<file path="src/rtl/cad_pkg.sv">
package cad_pkg;

  typedef enum logic [1:0] {
    ACC_LOAD  = 2'b00,
    ACC_STORE = 2'b01,
    ACC_SC    = 2'b10,
    ACC_RSVD  = 2'b11
  } acc_kind_e;

  typedef enum logic [1:0] {
    EVT_STALE  = 2'b00,
    EVT_EVICT  = 2'b01,
    EVT_REFILL = 2'b10,
    EVT_NONE   = 2'b11
  } evt_kind_e;

  // bit 0: sync tag rule, bit 1: polling rule
  typedef struct packed {
    logic poll;
    logic sync;
  } cause_t;

endpackage

</file>
<file path="src/rtl/cad_line_state.sv">
module cad_line_state
  import cad_pkg::*;
#(
  parameter int LINES = 64,
  localparam int IDX_W = $clog2(LINES)
) (
  input  logic             clk,
  input  logic             rst_n,
  input  logic             evt_valid,
  input  logic [1:0]       evt_kind,
  input  logic [IDX_W-1:0] evt_line,
  input  logic             sc_fire,
  input  logic             clr_stale,
  input  logic [IDX_W-1:0] acc_line,
  output logic             rd_stale,
  output logic             rd_sync
);

  logic stale_q [LINES];
  logic sync_q  [LINES];

  for (genvar g = 0; g < LINES; g++) begin : g_line
    logic evt_hit;
    logic acc_hit;
    assign evt_hit = evt_valid && (evt_line == IDX_W'(g));
    assign acc_hit = (acc_line == IDX_W'(g));

    always_ff @(posedge clk) begin
      if (!rst_n) begin
        stale_q[g] <= 1'b0;
        sync_q[g]  <= 1'b0;
      end else if (evt_hit) begin
        unique case (evt_kind_e'(evt_kind))
          EVT_STALE: stale_q[g] <= 1'b1;
          EVT_EVICT, EVT_REFILL: begin
            stale_q[g] <= 1'b0;
            sync_q[g]  <= 1'b0;
          end
          default: ;
        endcase
      end else if (acc_hit) begin
        if (clr_stale) stale_q[g] <= 1'b0;
        if (sc_fire)   sync_q[g]  <= 1'b1;
      end
    end
  end

  assign rd_stale = stale_q[acc_line];
  assign rd_sync  = sync_q[acc_line];

  // an accepted store-conditional leaves its line tagged
  p_sc_tags_line_r2: assert property (@(posedge clk) disable iff (!rst_n)
    (sc_fire && !evt_valid) |=> sync_q[$past(acc_line)]);

  // evict or refill forgets both bits
  p_evict_forgets_r7: assert property (@(posedge clk) disable iff (!rst_n)
    (evt_valid && (evt_kind == EVT_EVICT || evt_kind == EVT_REFILL))
      |=> (!sync_q[$past(evt_line)] && !stale_q[$past(evt_line)]));

  // a discarded line is no longer stale afterwards
  p_discard_unstales_r8: assert property (@(posedge clk) disable iff (!rst_n)
    (clr_stale && !evt_valid) |=> !stale_q[$past(acc_line)]);

endmodule

</file>
<file path="src/rtl/cad_poll_tracker.sv">
module cad_poll_tracker #(
  parameter int PC_W  = 16,
  parameter int IDX_W = 6
) (
  input  logic             clk,
  input  logic             rst_n,
  input  logic             take,
  input  logic [PC_W-1:0]  acc_pc,
  input  logic [IDX_W-1:0] acc_line,
  output logic             poll_match
);

  logic             prev_vld_q;
  logic [PC_W-1:0]  prev_pc_q;
  logic [IDX_W-1:0] prev_line_q;

  always_ff @(posedge clk) begin
    if (!rst_n) begin
      prev_vld_q  <= 1'b0;
      prev_pc_q   <= '0;
      prev_line_q <= '0;
    end else if (take) begin
      prev_vld_q  <= 1'b1;
      prev_pc_q   <= acc_pc;
      prev_line_q <= acc_line;
    end
  end

  assign poll_match = prev_vld_q && (acc_pc == prev_pc_q) && (acc_line == prev_line_q);

  // history follows exactly the last accepted access
  p_history_tracks_r6: assert property (@(posedge clk) disable iff (!rst_n)
    take |=> (prev_pc_q == $past(acc_pc) && prev_line_q == $past(acc_line)));

  // a blocked access leaves the history untouched
  p_history_holds_r9: assert property (@(posedge clk) disable iff (!rst_n)
    !take |=> ($stable(prev_pc_q) && $stable(prev_line_q)));

endmodule

</file>
<file path="src/rtl/cad_decide.sv">
module cad_decide
  import cad_pkg::*;
(
  input  logic       take,
  input  logic [1:0] acc_kind,
  input  logic       line_stale,
  input  logic       line_sync,
  input  logic       poll_match,
  output logic       discard,
  output logic [1:0] cause,
  output logic       miss
);

  cause_t c;

  always_comb begin
    c = '0;
    if (take && line_stale) begin
      c.sync = line_sync || (acc_kind_e'(acc_kind) == ACC_SC);
      c.poll = poll_match;
    end
  end

  assign cause   = c;
  assign discard = c.sync || c.poll;
  assign miss    = discard && (acc_kind_e'(acc_kind) == ACC_LOAD);

endmodule

</file>
<file path="src/rtl/critical_access_detector.sv">
module critical_access_detector
  import cad_pkg::*;
#(
  parameter int LINES = 64,
  parameter int PC_W  = 16,
  localparam int IDX_W = $clog2(LINES)
) (
  input  logic             clk,
  input  logic             rst_n,
  input  logic             acc_valid,
  output logic             acc_ready,
  input  logic [1:0]       acc_kind,
  input  logic [PC_W-1:0]  acc_pc,
  input  logic [IDX_W-1:0] acc_line,
  input  logic             evt_valid,
  input  logic [1:0]       evt_kind,
  input  logic [IDX_W-1:0] evt_line,
  output logic             disc_valid,
  output logic [IDX_W-1:0] disc_line,
  output logic [1:0]       disc_cause,
  output logic             acc_miss
);

  logic take;
  logic line_stale;
  logic line_sync;
  logic poll_match;
  logic sc_fire;

  assign acc_ready = !evt_valid;
  assign take      = acc_valid && acc_ready;
  assign sc_fire   = take && (acc_kind_e'(acc_kind) == ACC_SC);

  cad_line_state #(.LINES(LINES)) u_state (
    .clk       (clk),
    .rst_n     (rst_n),
    .evt_valid (evt_valid),
    .evt_kind  (evt_kind),
    .evt_line  (evt_line),
    .sc_fire   (sc_fire),
    .clr_stale (disc_valid),
    .acc_line  (acc_line),
    .rd_stale  (line_stale),
    .rd_sync   (line_sync)
  );

  cad_poll_tracker #(.PC_W(PC_W), .IDX_W(IDX_W)) u_poll (
    .clk        (clk),
    .rst_n      (rst_n),
    .take       (take),
    .acc_pc     (acc_pc),
    .acc_line   (acc_line),
    .poll_match (poll_match)
  );

  cad_decide u_decide (
    .take       (take),
    .acc_kind   (acc_kind),
    .line_stale (line_stale),
    .line_sync  (line_sync),
    .poll_match (poll_match),
    .discard    (disc_valid),
    .cause      (disc_cause),
    .miss       (acc_miss)
  );

  assign disc_line = acc_line;

  // nothing is discarded while a line event holds the port
  p_busy_quiet_r9: assert property (@(posedge clk) disable iff (!rst_n)
    evt_valid |-> (!disc_valid && !acc_miss));

  // a miss indication belongs to a discarded load
  p_miss_only_load_r10: assert property (@(posedge clk) disable iff (!rst_n)
    acc_miss |-> (disc_valid && acc_kind == ACC_LOAD));

  // cause bits never appear without a discard
  p_cause_needs_disc_r5: assert property (@(posedge clk) disable iff (!rst_n)
    (disc_cause != 2'b00) |-> disc_valid);

  // a line just discarded cannot be discarded again next cycle without a new stale event
  p_no_double_disc_r8: assert property (@(posedge clk) disable iff (!rst_n)
    (disc_valid ##1 (disc_valid && !$past(evt_valid))) |-> (disc_line != $past(disc_line)));

endmodule

</file>
<file path="config.mk">
export PLATFORM = sky130hd
export DESIGN_NAME = critical_access_detector
export DESIGN_NICKNAME = d
export VERILOG_FILES = /design/src/rtl/cad_pkg.sv /design/src/rtl/cad_line_state.sv /design/src/rtl/cad_poll_tracker.sv /design/src/rtl/cad_decide.sv /design/src/rtl/critical_access_detector.sv
export SDC_FILE = /design/constraint.sdc
export NUM_CORES = 1
export LEC_CHECK = 0
export ABC_AREA = 1
export BUFFER_PORTS_ARGS = -buffer_cell sky130_fd_sc_hd__buf_4
export CORE_AREA = 2 2 158 160
export DETAILED_ROUTE_END_ITERATION = 10
export DIE_AREA = 0 0 160 162
export GPL_ROUTABILITY_DRIVEN = 0
export PLACE_DENSITY = 0.64
export SKIP_LAST_GASP = 1
export SYNTH_ARGS = -nofsm -noshare
export SYNTH_HDL_FRONTEND = slang
export SYNTH_HIERARCHICAL = 1
export SYNTH_SLANG_ARGS = --single-unit
</file>
<file path="constraint.sdc">
create_clock -name clk -period 2.6 [get_ports clk]
set_input_delay 0.39 -clock clk [delete_from_list [all_inputs] [get_ports clk]]
set_output_delay 0.39 -clock clk [all_outputs]
set_load 0.02 [all_outputs]
</file>
[Word-level counts from Yosys, hierarchy flattened]
Memories as Yosys holds them, arrays and structs flattened.
Index checks and enable logic that the tools add are counted.
Storage, ports and cells
  memory bits (writable): 128
  word-level logic and storage cells: 1756
  register bits: 23
  memories kept: 2
Memories
  u_state.stale_q: depth 64, bits a word 1, read ports 1, clocked after memory_dff 0, write ports 64, RTL line cad_line_state.sv:19  | logic stale_q [LINES];
  u_state.sync_q: depth 64, bits a word 1, read ports 1, clocked after memory_dff 0, write ports 64, RTL line cad_line_state.sv:20  | logic sync_q [LINES];
Cells by class
  equal/unequal tests: 131
  reductions and logical operators: 78
  bitwise logic cells: 320
  multiplexer cells: 1222
Operators by type and width (number)
  two-way mux 1 bit: 1221
  equality test 6 bit (second input constant): 64
  OR 1 bit: 320
  equality test 6 x 5 -> 1 bit (second input constant): 32
  equality test 6 x 4 -> 1 bit (second input constant): 16
  logical AND 1 bit: 70
  equality test 6 x 3 -> 1 bit (second input constant): 8
  equality test 6 x 2 -> 1 bit (second input constant): 4
  equality test 16 bit: 1
  equality test 6 x 1 -> 1 bit (second input constant): 2
  zero test 6 bit: 2
  equality test 6 bit: 1
  equality test 2 bit (second input constant): 2
  zero test 2 bit: 2
  equality test 2 x 1 -> 1 bit (second input constant): 1
  logical OR 1 bit: 2
  two-way mux 2 bit: 1
  OR reduction 2 bit: 1
  zero test 1 bit: 1

[Depth between registers and ports, before layout]
  depth in word-level cells: 11
  gate-level depth with buffers: 22
  depth with buffers taken out: 20

[Hierarchy]
The synthesis kept the hierarchy.
Modules (own cells, without submodules)
  cad_line_state: cells each 1296, sequential area each 3823.7 um^2, times used 1, area an instance 8943.6 um^2
  cad_poll_tracker: cells each 193, sequential area each 460.4 um^2, times used 1, area an instance 1183.6 um^2
  critical_access_detector: cells each 12, sequential area each 0.0 um^2, times used 1, area an instance 72.6 um^2
  cad_decide: cells each 13, sequential area each 0.0 um^2, times used 1, area an instance 61.3 um^2

[Least setup slack after synthesis]
Ideal clock, no wire load.
  path type: input -> register
  start: input port acc_line[1]
  end: memory u_state.stale_q[48] (enable)
  path buffers: 4
  arrival time: 2484 ps
  required time: 2332 ps
  library setup time: 268 ps
  stages: 19
  setup slack: -152 ps
  cell sequence: buf_2 inv_2 clkbuf_1 nand2_1 nand2_1 nand2_1 nand2_1 nor2_1 nor2_1 nor2_1 nand2_1 nand2_1 inv_2 nand2_2 nand2_1 nand2_1 clkbuf_1 clkbuf_1 o221ai_1
RTL lines
  start, declared: RTL line critical_access_detector.sv:14  | input logic [IDX_W-1:0] acc_line,
  end, declared: RTL line cad_line_state.sv:19

[Worst setup path in the final report]
  start: input port acc_line[0]
  end: output port acc_miss
Between the ends
  cells in the longest elaborated chain, start to end: 5
RTL lines
  memory (64 x 1 bit)
  via line_sync: RTL line critical_access_detector.sv:26  | logic line_sync;
  logical OR 1 bit: RTL line cad_decide.sv:19  | c.sync = line_sync || (acc_kind_e'(acc_kind) == ACC_SC);
  two-way mux 2 bit: RTL line cad_decide.sv:18  | if (take && line_stale) begin
  logical OR 1 bit: RTL line cad_decide.sv:25  | assign discard = c.sync || c.poll;
  logical AND 1 bit: RTL line cad_decide.sv:26  | assign miss = discard && (acc_kind_e'(acc_kind) == ACC_LOAD);
  end, declared: RTL line critical_access_detector.sv:21  | output logic acc_miss
The timed path passes the listed nets, and every way through them passes these cells.

==> reports/results.md <==
| Result | Value | Unit |
|---|---|---|
| Synthesized Nets | 1551 | - |
| Netlist cell types | 39 | - |
| Area enclosed by the die boundary | 25900 | µm² |
| Endpoints failing hold | 0 | - |
| Cell count after synthesis | 1514 | - |
| Crit Reg-Reg Startpoint | u_state/sync_q[35] | - |
| Max-cap viol count | 0 | - |
| Sequential area share after synthesis | 41.8 | % |
| DIE WIDTH | 160 | µm |
| Number of cells on the worst hold path | 3 | - |
| Buffer type at the clock tree root | clkbuf_16 | - |
| Vias in the first global route | 9974 | - |
| Synth-to-Final Area Change | 20.2 | % |
| HPWL after detailed placement | 22600 | µm |
| Fillers | 2383 | - |
| Sort of element at the end of the critical path | output pin | - |
| Insertion delay to the later sink of the worst-skew pair | 0.44 | ns |
| First-pass detailed-route iteration total | 6 | - |
| Slew Viols, Final | 0 | - |
| Start point of the worst min-delay path | acc_pc[6] | - |
| Number of sinks driven by the clock tree | 151 | - |
| Die Y | 162 | µm |
| Antenna-violating nets left | 0 | - |
| Critical path origin | acc_line[0] | - |
| Clock Tree Buf Depth | 2 | - |
| First-pass GRT wire length | 51400 | µm |
| Total routed wirelength | 34900 | µm |
| Maximum number of pins on one net before global-route repair | 71 | - |
| Clock transition at the registers of the reported paths | 0.07 | ns |
| Period utilisation layout | 98.9 | % |
| Total of flip-flops plus latches after synthesis | 151 | - |
| Fmax | 0.389 | GHz |
| Depth of the worst register-to-register path | 19 | - |
| CTS tree | yes | - |
| Final Setup Violations | 0 | - |
| Clock buffer count from CTS | 17 | - |
| Remaining DRCs | 0 | - |
| Hold Path Class | input pin to flip-flop | - |
| Number of antenna diodes | 0 | - |
| PwrDens | 507 | nW/µm² |
| Result of the run | finished, final reports clean | - |
| Non-Filler Cell Area, Final | 12300 | µm² |
| Biggest area contributors in the synthesized netlist | edfxtp_1 37%, nand2_1 20%, nor2_1 7.5% | - |
| Detailed Route Iter0 Violations | 1355 | - |
| Worst ir drop on vdd | 428 | µV |
| Worst reg2reg endpoint | u_state/stale_q[7] | - |
| Type of the worst setup path | input pin to output pin | - |
| Critical path required time | 2.21 | ns |
| Setup Skew | 0.0112 | ns |
| Vias after detailed routing | 10.8k | - |
| Average instance area after synthesis | 6.78 | µm² |
| Type of origin of the critical path | input pin | - |
| Post-layout min period | 2.57 | ns |
| Via-to-Cell Ratio | 5.60 | - |
| Proportion of layout cells with a drive suffix above 1 | 14.6 | % |
| Remaining Overflow, GRT | 0 | - |
| Reg2Reg Setup Slack | 0.19 | ns |
| Post-DR wirelength/cell | 18.2 | µm |
| Worst-path maximum fanout | 7 | - |
| Top flip-flop cell by instance count after synthesis | edfxtp_1 | - |
| Top-area cell type share of the netlist area | 36.9 | % |
| Transition time of the tightest slew-check pin | 0.711 | ns |
| H-tree level count | 4 | - |
| Number of enable-type register cells in the synthesized netlist | 126 | - |
| Global-route usage over all layers | 25.5 | % |
| Worst EP arrival | 2.18 | ns |
| Initial core utilization | 42.6 | % |
| Antenna violations before repair | 0 | - |
| End point of the worst hold path | u_poll/prev_pc_q[6] | - |
| Combined flip-flop and latch cell area | 4280 | µm² |
| Total core area | 24100 | µm² |
| Quantity of I/O buffers inserted on ports | 46 | - |
| Final Total Pwr | 6250 | µW |
| Headroom to the max-slew limit | 52.4 | % |
| Async set or reset register ratio after synthesis | 0 | % |
| Leak Pwr | 0.00540 | µW |
| Cell area after synthesis | 10300 | µm² |
| Final nets | 1618 | - |
| Combined area of the multi-input logic cells | 5020 | µm² |
| Placed Area | 11400 | µm² |
| Cell type with the largest total area after synthesis | edfxtp_1 | - |
| Setup repair after global routing missed its margin | yes | - |
| Warnings, synthesis | 6 | - |
| Core Rows | 57 | - |
| Number of placed I/O pins | 47 | - |
[registers in the layout, indices dropped and copies added (netlist names)]
register,count
u_poll/prev_vld_q,1
u_poll/prev_line_q,6
u_poll/prev_pc_q,16
u_state/stale_q,64
u_state/sync_q,64
[cells in the mapped netlist (2+ instances only)]
library cell and n:
nor3_4 3, a31oi_1 33, nor2_2 5, inv_2 15
a21oi_1 24, o221ai_1 2, o211ai_1 18, or2_1 33
o21ai_1 16, nor2_1 206, dfxtp_1 25, o31ai_1 5
nand2_1 545, a41oi_1 2, o21ai_0 107, nand4_1 9
nor3_1 28, buf_1 8, buf_6 5, buf_4 12
inv_1 138, nand3_1 42, nor2_4 3, nor4_1 18
nand2_2 3, clkbuf_1 46, edfxtp_1 126, nor2b_1 2
or2_2 9, buf_2 17
[per-layer routing]
| layer | vias to the layer above | track usage [%] | wire length (µm) | share of wire (%) |
|---|---|---|---|---|
| met5 | - | 0 | 0 | 0 |
| met4 | 0 | 11.5 | 1660 | 4.8 |
| met3 | 124 | 4.62 | 3750 | 11 |
| met2 | 659 | 42.3 | 15800 | 45 |
| met1 | 4928 | 32.6 | 13700 | 39 |
| li1 | 5039 | - | - | - |
[cell families after synthesis]
group	synth area share (%)
and+or+nand+nor	36.6
buffers and inverters	9.86
AOI/OAI and AO/OA	11.6
DFF	41.8
xor gates and xnor gates	0.0854
adders and majority gates	0.122
[layout by cell type, fill, tap and decap left out, types with 3 or more instances in the layout]
cell type / count
inv_4: 4
nor2_4: 3
nor2_1: 203
nor4_1: 18
o211ai_1: 18
buf_4: 102
inv_6: 5
or2_1: 33
o21ai_0: 107
nor3_1: 28
nand3_1: 42
nand2_2: 22
nand2_1: 526
edfxtp_1: 126
o31ai_1: 5
o21ai_1: 16
a31oi_1: 33
inv_1: 137
inv_2: 16
buf_12: 22
clkbuf_16: 27
nor2_2: 8
nand4_1: 9
or2_2: 9
nor3_4: 3
dfxtp_1: 25
a21oi_1: 24
[where the power goes]
group          internal, µW  leakage (µW)  switching, µW  total, µW
clock network          1270      0.000281           1120       2390
registers              2740       0.00140           50.9       2790
logic                   385       0.00371            675       1060
[metrics by stage]
step	cells	setup TNS [ns]	setup WS, ns	hold WS (ns)	util (%)
3_5_place_dp	1873	-18.61	-0.400	0.445	47.3
6_report	1918	0	0.0299	0.196	51.2
4_1_cts	1905	0	0.00191	0.187	49.6
5_1_grt	1918	-0.114	-0.0435	0.203	51.2
3_3_place_gp	1873	-13.48	-0.299	0.440	47.3
2_1_floorplan	1514	0	0.0288	0.428	-
[repair_timing]
item,4_1_cts,5_1_grt
hold buffers,0,0
setup endpoints to repair,0,64
resized for setup,0,33
setup buffers,0,3
[worst max path at each step]
stage	depth (start not counted)	slack, ns	endpoint
after floorplan	20	0.03	u_state/stale_q[16]
after global placement	22	-0.30	u_state/stale_q[36]
after detailed placement	22	-0.40	u_state/stale_q[30]
after CTS	19	0.002	acc_miss
after global routing	19	-0.04	acc_miss
final	19	0.03	acc_miss
[critical path: stages]
cell       delay [ns]
buf_12           0.13
clkbuf_16        0.17
clkbuf_16        0.16
nand2_1          0.05
nand2_1          0.07
nand2_1          0.06
nand2_1          0.07
nand2_1          0.09
nand2_1          0.05
nor2_1           0.11
nor2_1           0.05
nor2_1           0.10
nand2_1          0.06
inv_1            0.09
nand2_1          0.09
nand2_2          0.10
buf_4            0.13
a21oi_2          0.05
buf_4            0.15
[layout make-up]
cell class	count	share of cell area, %
Multi-Input combinational cell	1121	40.7
Sequential cell	151	34.7
Timing Repair Buffer	136	12.0
Inverter	154	4.79
Clock buffer	18	3.56
Tap cell	324	3.29
Clock inverter	14	0.893
Power figures use the tool's default switching activity.
